===== config.mk =====
export PLATFORM = sky130hd
export DESIGN_NAME = green_burst_ctrl
export DESIGN_NICKNAME = d
export VERILOG_FILES = /design/src/rtl/green_burst_pkg.sv /design/src/rtl/green_burst_fsm.sv /design/src/rtl/green_burst_dp.sv /design/src/rtl/green_burst_ctrl.sv
export SDC_FILE = /design/constraint.sdc
export NUM_CORES = 1
export LEC_CHECK = 0
export ABC_AREA = 1
export BUFFER_PORTS_ARGS = -buffer_cell sky130_fd_sc_hd__buf_2
export CAP_MARGIN = 20
export CORE_ASPECT_RATIO = 0.7
export CORE_MARGIN = 2
export CORE_UTILIZATION = 47
export DETAILED_ROUTE_END_ITERATION = 10
export GPL_TIMING_DRIVEN = 0
export HOLD_SLACK_MARGIN = 0.1
export PLACE_DENSITY = 0.8
export SYNTH_ARGS = -nofsm -noshare
export SYNTH_HDL_FRONTEND = slang
export SYNTH_HIERARCHICAL = 1
export SYNTH_SLANG_ARGS = --single-unit

===== constraint.sdc =====
create_clock -name clk -period 1.67 [get_ports clk]
set_input_delay 0.167 -clock clk [delete_from_list [all_inputs] [get_ports clk]]
set_output_delay 0.167 -clock clk [all_outputs]
set_load 0.03 [all_outputs]

===== src/rtl/green_burst_pkg.sv =====
package green_burst_pkg;

  typedef enum logic [1:0] {
    MODE_CONT  = 2'd0,
    MODE_SKIP  = 2'd1,
    MODE_BURST = 2'd2
  } modeT;

  typedef enum logic [1:0] {
    PERMIT_ALL   = 2'd0,
    PERMIT_SKIP  = 2'd1,
    PERMIT_ENTER = 2'd2
  } permitSelT;

  // strobes from control to datapath
  typedef struct packed {
    logic      load;
    permitSelT permitSel;
    logic      pfcOn;
    logic      green;
  } ctlT;

  // comparator results from datapath to control
  typedef struct packed {
    logic dutyBelowEnter;
    logic busBelowLow;
    logic busAboveHigh;
  } cmpT;

endpackage


===== src/rtl/green_burst_fsm.sv =====
module green_burst_fsm
  import green_burst_pkg::*;
(
  input  logic clk,
  input  logic rstN,
  input  logic periodStrobe,
  input  cmpT  cmp,
  output ctlT  ctl
);

  modeT mode;
  modeT modeNext;

  always_comb begin
    ctl           = '0;
    ctl.load      = periodStrobe;
    ctl.permitSel = PERMIT_ALL;
    ctl.pfcOn     = 1'b1;
    ctl.green     = 1'b0;
    modeNext      = mode;
    unique case (mode)
      MODE_CONT: begin
        if (cmp.dutyBelowEnter) begin
          modeNext      = MODE_SKIP;
          ctl.pfcOn     = 1'b0;
          ctl.green     = 1'b1;
          ctl.permitSel = PERMIT_SKIP;
        end
      end
      MODE_SKIP: begin
        if (cmp.busBelowLow) begin
          modeNext      = MODE_BURST;
          ctl.permitSel = PERMIT_ENTER;
        end else begin
          ctl.pfcOn     = 1'b0;
          ctl.green     = 1'b1;
          ctl.permitSel = PERMIT_SKIP;
        end
      end
      MODE_BURST: begin
        if (!cmp.dutyBelowEnter) begin
          modeNext = MODE_CONT;
        end else if (cmp.busAboveHigh) begin
          modeNext      = MODE_SKIP;
          ctl.pfcOn     = 1'b0;
          ctl.green     = 1'b1;
          ctl.permitSel = PERMIT_SKIP;
        end else begin
          ctl.green     = 1'b1;
          ctl.permitSel = PERMIT_ENTER;
        end
      end
      default: modeNext = MODE_CONT;
    endcase
  end

  always_ff @(posedge clk or negedge rstN) begin
    if (!rstN)             mode <= MODE_CONT;
    else if (periodStrobe) mode <= modeNext;
  end


  mode_hold_chk: assert property (@(posedge clk) disable iff (!rstN)
    !$past(periodStrobe) |-> $stable(mode));


  burst_from_skip_chk: assert property (@(posedge clk) disable iff (!rstN)
    (mode == MODE_BURST && $past(mode) != MODE_BURST) |-> $past(mode) == MODE_SKIP);


  cont_from_burst_chk: assert property (@(posedge clk) disable iff (!rstN)
    ($past(mode) == MODE_BURST && mode == MODE_CONT) |-> !$past(cmp.dutyBelowEnter));

endmodule


===== src/rtl/green_burst_dp.sv =====
module green_burst_dp
  import green_burst_pkg::*;
#(
  parameter int ADC_W = 10
) (
  input  logic             clk,
  input  logic             rstN,
  input  logic [ADC_W-1:0] dutyCode,
  input  logic [ADC_W-1:0] busCode,
  input  logic [ADC_W-1:0] enterThr,
  input  logic [ADC_W-1:0] skipThr,
  input  logic [ADC_W-1:0] busLowThr,
  input  logic [ADC_W-1:0] busHighThr,
  input  ctlT              ctl,
  output cmpT              cmp,
  output logic             pfcEnable,
  output logic             pulsePermit,
  output logic             greenMode,
  output logic             softStartReq
);

  logic dutyAtSkip;
  logic permitNext;

  always_comb begin
    cmp.dutyBelowEnter = dutyCode < enterThr;
    cmp.busBelowLow    = busCode < busLowThr;
    cmp.busAboveHigh   = busCode > busHighThr;
    dutyAtSkip         = dutyCode >= skipThr;
  end

  always_comb begin
    unique case (ctl.permitSel)
      PERMIT_SKIP:  permitNext = dutyAtSkip;
      PERMIT_ENTER: permitNext = !cmp.dutyBelowEnter;
      default:      permitNext = 1'b1;
    endcase
  end

  always_ff @(posedge clk or negedge rstN) begin
    if (!rstN) begin
      pfcEnable    <= 1'b1;
      pulsePermit  <= 1'b1;
      greenMode    <= 1'b0;
      softStartReq <= 1'b0;
    end else begin
      softStartReq <= ctl.load && ctl.pfcOn && !pfcEnable;
      if (ctl.load) begin
        pfcEnable   <= ctl.pfcOn;
        pulsePermit <= permitNext;
        greenMode   <= ctl.green;
      end
    end
  end


  soft_on_rise_chk: assert property (@(posedge clk) disable iff (!rstN)
    $rose(pfcEnable) |-> softStartReq);


  soft_only_rise_chk: assert property (@(posedge clk) disable iff (!rstN)
    softStartReq |-> $rose(pfcEnable));


  skip_permit_chk: assert property (@(posedge clk) disable iff (!rstN)
    ($past(ctl.load) && greenMode && !pfcEnable) |->
      pulsePermit == ($past(dutyCode) >= $past(skipThr)));


  out_hold_chk: assert property (@(posedge clk) disable iff (!rstN)
    !$past(ctl.load) |-> ($stable(pfcEnable) && $stable(pulsePermit) && $stable(greenMode)));


  pfc_restart_chk: assert property (@(posedge clk) disable iff (!rstN)
    $rose(pfcEnable) |-> ($past(greenMode) && !greenMode));

endmodule


===== src/rtl/green_burst_ctrl.sv =====
module green_burst_ctrl
  import green_burst_pkg::*;
#(
  parameter int ADC_W = 10
) (
  input  logic             clk,
  input  logic             rstN,
  input  logic             periodStrobe,
  input  logic [ADC_W-1:0] dutyCode,
  input  logic [ADC_W-1:0] busCode,
  input  logic [ADC_W-1:0] enterThr,
  input  logic [ADC_W-1:0] skipThr,
  input  logic [ADC_W-1:0] busLowThr,
  input  logic [ADC_W-1:0] busHighThr,
  output logic             pfcEnable,
  output logic             pulsePermit,
  output logic             greenMode,
  output logic             softStartReq
);

  ctlT ctl;
  cmpT cmp;

  green_burst_fsm u_fsm (
    .clk          (clk),
    .rstN         (rstN),
    .periodStrobe (periodStrobe),
    .cmp          (cmp),
    .ctl          (ctl)
  );

  green_burst_dp #(.ADC_W(ADC_W)) u_dp (
    .clk          (clk),
    .rstN         (rstN),
    .dutyCode     (dutyCode),
    .busCode      (busCode),
    .enterThr     (enterThr),
    .skipThr      (skipThr),
    .busLowThr    (busLowThr),
    .busHighThr   (busHighThr),
    .ctl          (ctl),
    .cmp          (cmp),
    .pfcEnable    (pfcEnable),
    .pulsePermit  (pulsePermit),
    .greenMode    (greenMode),
    .softStartReq (softStartReq)
  );

endmodule


**Word-level counts from Yosys, hierarchy flattened**

Cells that the tools add are included.

- $add $sub $neg: 0
- $mul: 0
- Div/mod/pow operators: 0
- Order comparisons: 4
- Equal/unequal tests: 7
- Shift-type cells: 0
- Mux-type cells: 12
- Bitwise operators: 0
- Reductions and logical operators: 6

Operator list:

| cell | number |
|---|---|
| < comparator 10 bit | 2 |
| 2-to-1 mux 2 bit | 6 |
| one-hot mux 4 bit (3 select lines) | 1 |
| greater-or-equal comparator 10 bit | 1 |
| > comparator 10 bit | 1 |
| one-hot mux 2 bit (3 select lines) | 1 |
| equality test 2 x 1 -> 1 bit (second input constant) | 2 |
| equality test 2 bit (second input constant) | 2 |
| 2-to-1 mux 4 bit | 1 |
| AND reduction 4 bit | 1 |
| 2-to-1 mux 3 bit | 1 |
| != test 3 bit (second input constant) | 1 |
| logical AND 1 bit | 2 |
| zero test 1 bit | 2 |
| zero test 2 bit | 1 |
| != test 2 x 1 -> 1 bit (second input constant) | 1 |
| != test 2 bit (second input constant) | 1 |
| one-hot mux 1 bit (2 select lines) | 1 |
| 2-to-1 mux 1 bit | 1 |

- Register bits: 6
- Bits in latches: 0
- RAM bits: 0
- Bits in read-only memories: 0
- Input port bits: 63
- Output and inout port bits: 4
- Logic and storage cells: 34
- Memories: 0

**Logic depth before layout (Yosys ltp)**

- Word-level depth: 6
- Gate-level depth with buffers: 21
- Depth with buffers taken out: 21

**Hierarchy**

Netlist, hierarchy kept.

Modules (own cells, without submodules):

| module | times used | cells each | area each (µm²) | seq. area each (µm²) |
|---|---|---|---|---|
| green_burst_dp | 1 | 191 | 1,206.2 | 102.6 |
| green_burst_fsm | 1 | 32 | 181.4 | 50.0 |

**Worst setup path after synthesis**

Ideal clock, no wire load.

- Path kind: in2reg
- Start: input busHighThr[7]
- End: register u_dp.pulsePermit
- Setup time: 0.076 ns
- Data arrival time: 1.788 ns
- Required time: 1.594 ns
- Path slack: -0.194 ns
- Cell stages on the path: 19
- Path buffers: 0
- Cells stage by stage: inv_1 -> ha_1 -> nand2_1 -> or2_0 -> nand3_1 -> nand2_1 -> nand2_1 -> nand2_1 -> inv_1 -> inv_1 -> nand2_1 -> nand2_1 -> inv_1 -> inv_1 -> ha_1 -> nor2_1 -> nand2_1 -> nor2_1 -> nor2_1

RTL lines:

| element | RTL line | text |
|---|---|---|
| start: declaration | green_burst_ctrl.sv:14 | `input logic [ADC_W-1:0] busHighThr,` |
| end signal: assignment | green_burst_dp.sv:50 | `pulsePermit <= permitNext;` |
| end: declaration | green_burst_dp.sv:17 | `output logic pulsePermit,` |

==> impl_metrics.csv <==
group,metric,value,unit
outcome,status,"finished, violations left",
outcome,violations,"negative setup slack",
synthesis,yosysUniqueCellTypes,22,
synthesis,syn_nets,326,
finish,post-route-util,0.798,
placed_design,placed_area,1820,µm²
timing,final_hold_viol_count,0,
timing,worst_pin_slew,0.232,ns
synthesis,muxShareOfSynthArea,0,
clocking,clk_latency,0.22,ns
floorplanning,rows,16,
power,power.density,698,nW/µm²
synthesis,synth_xor_area_frac,0,
timing,relSlewSlack,0.845,
synthesis,yosysTopAreaCell,"ha_1",
global_routing,grtUsageTotal,0.231,
clocking,htree_levels,1,
timing,slew_viol_final,0,
power,swShare,0.430,
floorplanning,die_h,49.5,µm
clocking,cts.reportedPaths.clkPinSlew,0.04,ns
finish,syn_to_final_growth,61.1,%
synthesis,synth_fa_ha_area_frac,0.361,
synthesis,synth_compound_area_frac,0.0848,
critical_path,slowest_delay,0.20,ns
finish,final_area,2240,µm²
synthesis,synthCells,223,
drt,drt-vias-per-instance,4.62,
timing,fmax,523,MHz
floorplanning,die_x,68.9,µm
floorplanning,dieArea,3410,µm²
clocking,tritoncts,"done",
finish,diodes,0,
drt,initialDrtViolationCount,41,
drt,firstDrtPassIters,4,
timing,period_minus_slack,1.91,ns
clocking,cts_root_buffer,"clkbuf_8",
clocking,clock_sinks,6,
synthesis,yosysWarnings,6,
drt,wl_per_cell,11.1,µm
power,peakVddDrop,0.799,mV
drt,dr.max_layer_used,"met4",
placed_design,numPortBuffers,66,
floorplanning,initial_core_util,0.495,
drt,vias,1588,
timing,fin_crit_sh,1.14,
critical_path,crit_type,"in2reg",
power,seq_power_share,0.172,
job,maxCapViolCount,0,
synthesis,synth_area_leaders,"ha_1 (36%), nand2_1 (17%), inv_1 (16%)",
timing,rsz0062_at_grt,"true",
drt,wl_met2,1730,µm
power,clockPowerShare,0.142,
critical_path,crit_path_top_delay_cell,"ha_4",
timing,setup_ws,-0.241,ns
drt,antenna_left,0,
power,switchingPower,0.671,mW
synthesis,seq_area_frac_synth,0.110,
clocking,cts_max_path_buffers,2,
finish,n_fill_cell,198,
min_path,hold_class,"in2async",
clocking,cts_buffers,3,
placed_design,dp_hpwl,2740,µm
global_routing,grt_max_degree,7,
power,p_int,0.889,mW
critical_path,cpLargestDelayFamily,"compound AO/OA/AOI/OAI gates",
critical_path,cp-end-kind,"flip-flop",
power,p_comb_frac,0.686,
finish,drive_gt1_frac,0.448,
synthesis,yosys_register_bits,6,
critical_path,worst-path-buf-inv,5,
floorplanning,io_pins,67,
critical_path,cp.required,1.82,ns
global_routing,grt_pass1_wl,6090,µm
drt,wl,3810,µm
critical_path,crit_path_start_kind,"input pin",
placed_design,place_ws,-0.509,ns
drt,drc,0,
floorplanning,core_area,2800,µm²
critical_path,path_cells,"buf_2 -> inv_2 -> ha_4 -> a21oi_2 -> o21ai_1 -> nand2_1 -> o211ai_1 -> nor2_1 -> inv_2 -> buf_4 -> o22ai_4 -> inv_2 -> ha_2 -> a21boi_2 -> nor2_1 -> nor2_1",
drt,wl_met3,213,µm
drt,wl_met1,1810,µm
synthesis,synth_top_area_frac,0.361,
finish,fin_nets,412,
timing,clock_skew,0.00425,ns
power,total_leakage_power,1.34,nW
placed_design,gp_routability_congestion,0.753,
synthesis,synthSimpleGateAreaFrac,0.263,
global_routing,antenna_found_initial,0,
critical_path,path_max_fanout,2,
critical_path,crit_arrival,2.06,ns
timing,setup_violations,5,
synthesis,synth_top_family_by_area,"adder cells",
synthesis,synth_area_per_cell,6.22,µm²
global_routing,grt_pass1_vias,1507,
synthesis,syn-cell-area,1390,µm²
global_routing,grt_overflow_total,0,
[placed cells by master (no fill, tap or decap), drive strengths merged]
cell          n
buf          81
inv          64
nand2        62
ha           40
nor2         17
a21oi        15
nand3         7
dfrtp         4
clkbuf        4
dfstp         2
o21ai         2
dlygate4sd3   1
a21o          1
clkinv        1
nand4         1
nor4          1
o211ai        1
or2           1
nor3          1
a21boi        1
o22ai         1
[flip-flops by register name (all words and copies together), names as in the netlist]
name,count
u_dp/pfcEnable,1
u_fsm/mode,2
u_dp/pulsePermit,1
u_dp/greenMode,1
u_dp/softStartReq,1
[cells by family after synthesis]
| family | after synthesis |
|---|---|
| and+or+nand+nor | 90 |
| buffers and inverters | 66 |
| adders and majority gates | 40 |
| AOI/OAI and AO/OA | 21 |
| DFF | 6 |
[power by group through the flow]
| stage | sequential (mW) | combinational (mW) | clock (mW) |
|---|---|---|---|
| after detailed placement | 0.267 | 0.684 | 0 |
| after floorplan | 0.335 | 0.407 | 0 |
| final | 0.269 | 1.07 | 0.222 |
| after global placement | 0.266 | 0.666 | 0 |
| after global routing | 0.278 | 1.18 | 0.244 |
| after CTS | 0.268 | 0.927 | 0.228 |
[per-stage QoR]
stage | TNS [ns] | hold WS, ns | std cells | total power [mW]
finish | -0.523 | 0.292 | 344 | 1.56
global route | -1.06 | 0.316 | 344 | 1.70
CTS | -0.167 | 0.286 | 339 | 1.42
detailed placement | -0.690 | -0.00926 | 325 | 0.951
global placement | -0.599 | -0.00905 | 325 | 0.933
floorplan | -0.123 | -0.129 | 223 | 0.742
[Yosys cell counts (all sizes together)]
cell type  number
nand4           1
o21ai           2
nand2          62
o22ai           1
dfstp           2
inv            64
o211ai          1
nor4            1
buf             1
or2             1
clkinv          1
dfrtp           4
nand3           7
a21o            1
a21boi          1
nor3            1
a21oi          15
ha             40
nor2           17
[metal layers]
metal  vias to the layer above  GRT usage
met2                        50      0.407
met5                         -          0
met4                         0     0.0654
li1                        852          -
met3                         8    0.00685
met1                       678      0.303
[repair_timing]
| item | 4_1_cts | 5_1_grt |
|---|---|---|
| pin swaps | 22 | 19 |
| endpoints found under the hold margin | 6 | 0 |
| hold buffers | 1 | 0 |
| cloned | 0 | 0 |
| setup endpoints to repair | 1 | 6 |
| setup buffers | 9 | 6 |
| resized for setup | 43 | 13 |
[final timing paths]
check,to,cells after the start,startpoint,slack (ns)
worst min-delay path,u_dp/greenMode,2,rstN,0.29
worst max register to register,u_dp/pulsePermit,8,u_fsm/mode[1],0.18
worst max-delay path,u_dp/pulsePermit,16,busLowThr[5],-0.24
min in group clk,u_dp/greenMode,4,periodStrobe,0.29
max in group asynchronous,u_dp/pfcEnable,2,rstN,1.16
worst min register to register,u_dp/pfcEnable,2,u_dp/pfcEnable,0.48
[area by class of cell]
class / instances / area, µm² / share of cell area
sequential: 6 / 153 / 0.0683
multi-input combinational: 151 / 1220 / 0.544
inverter: 65 / 259 / 0.116
clock buffer: 4 / 45.0 / 0.0201
timing repair buffer: 81 / 509 / 0.228
buffer: 1 / 7.51 / 0.00336
tap: 36 / 45.0 / 0.0201
(Power assumes the default switching activity.)
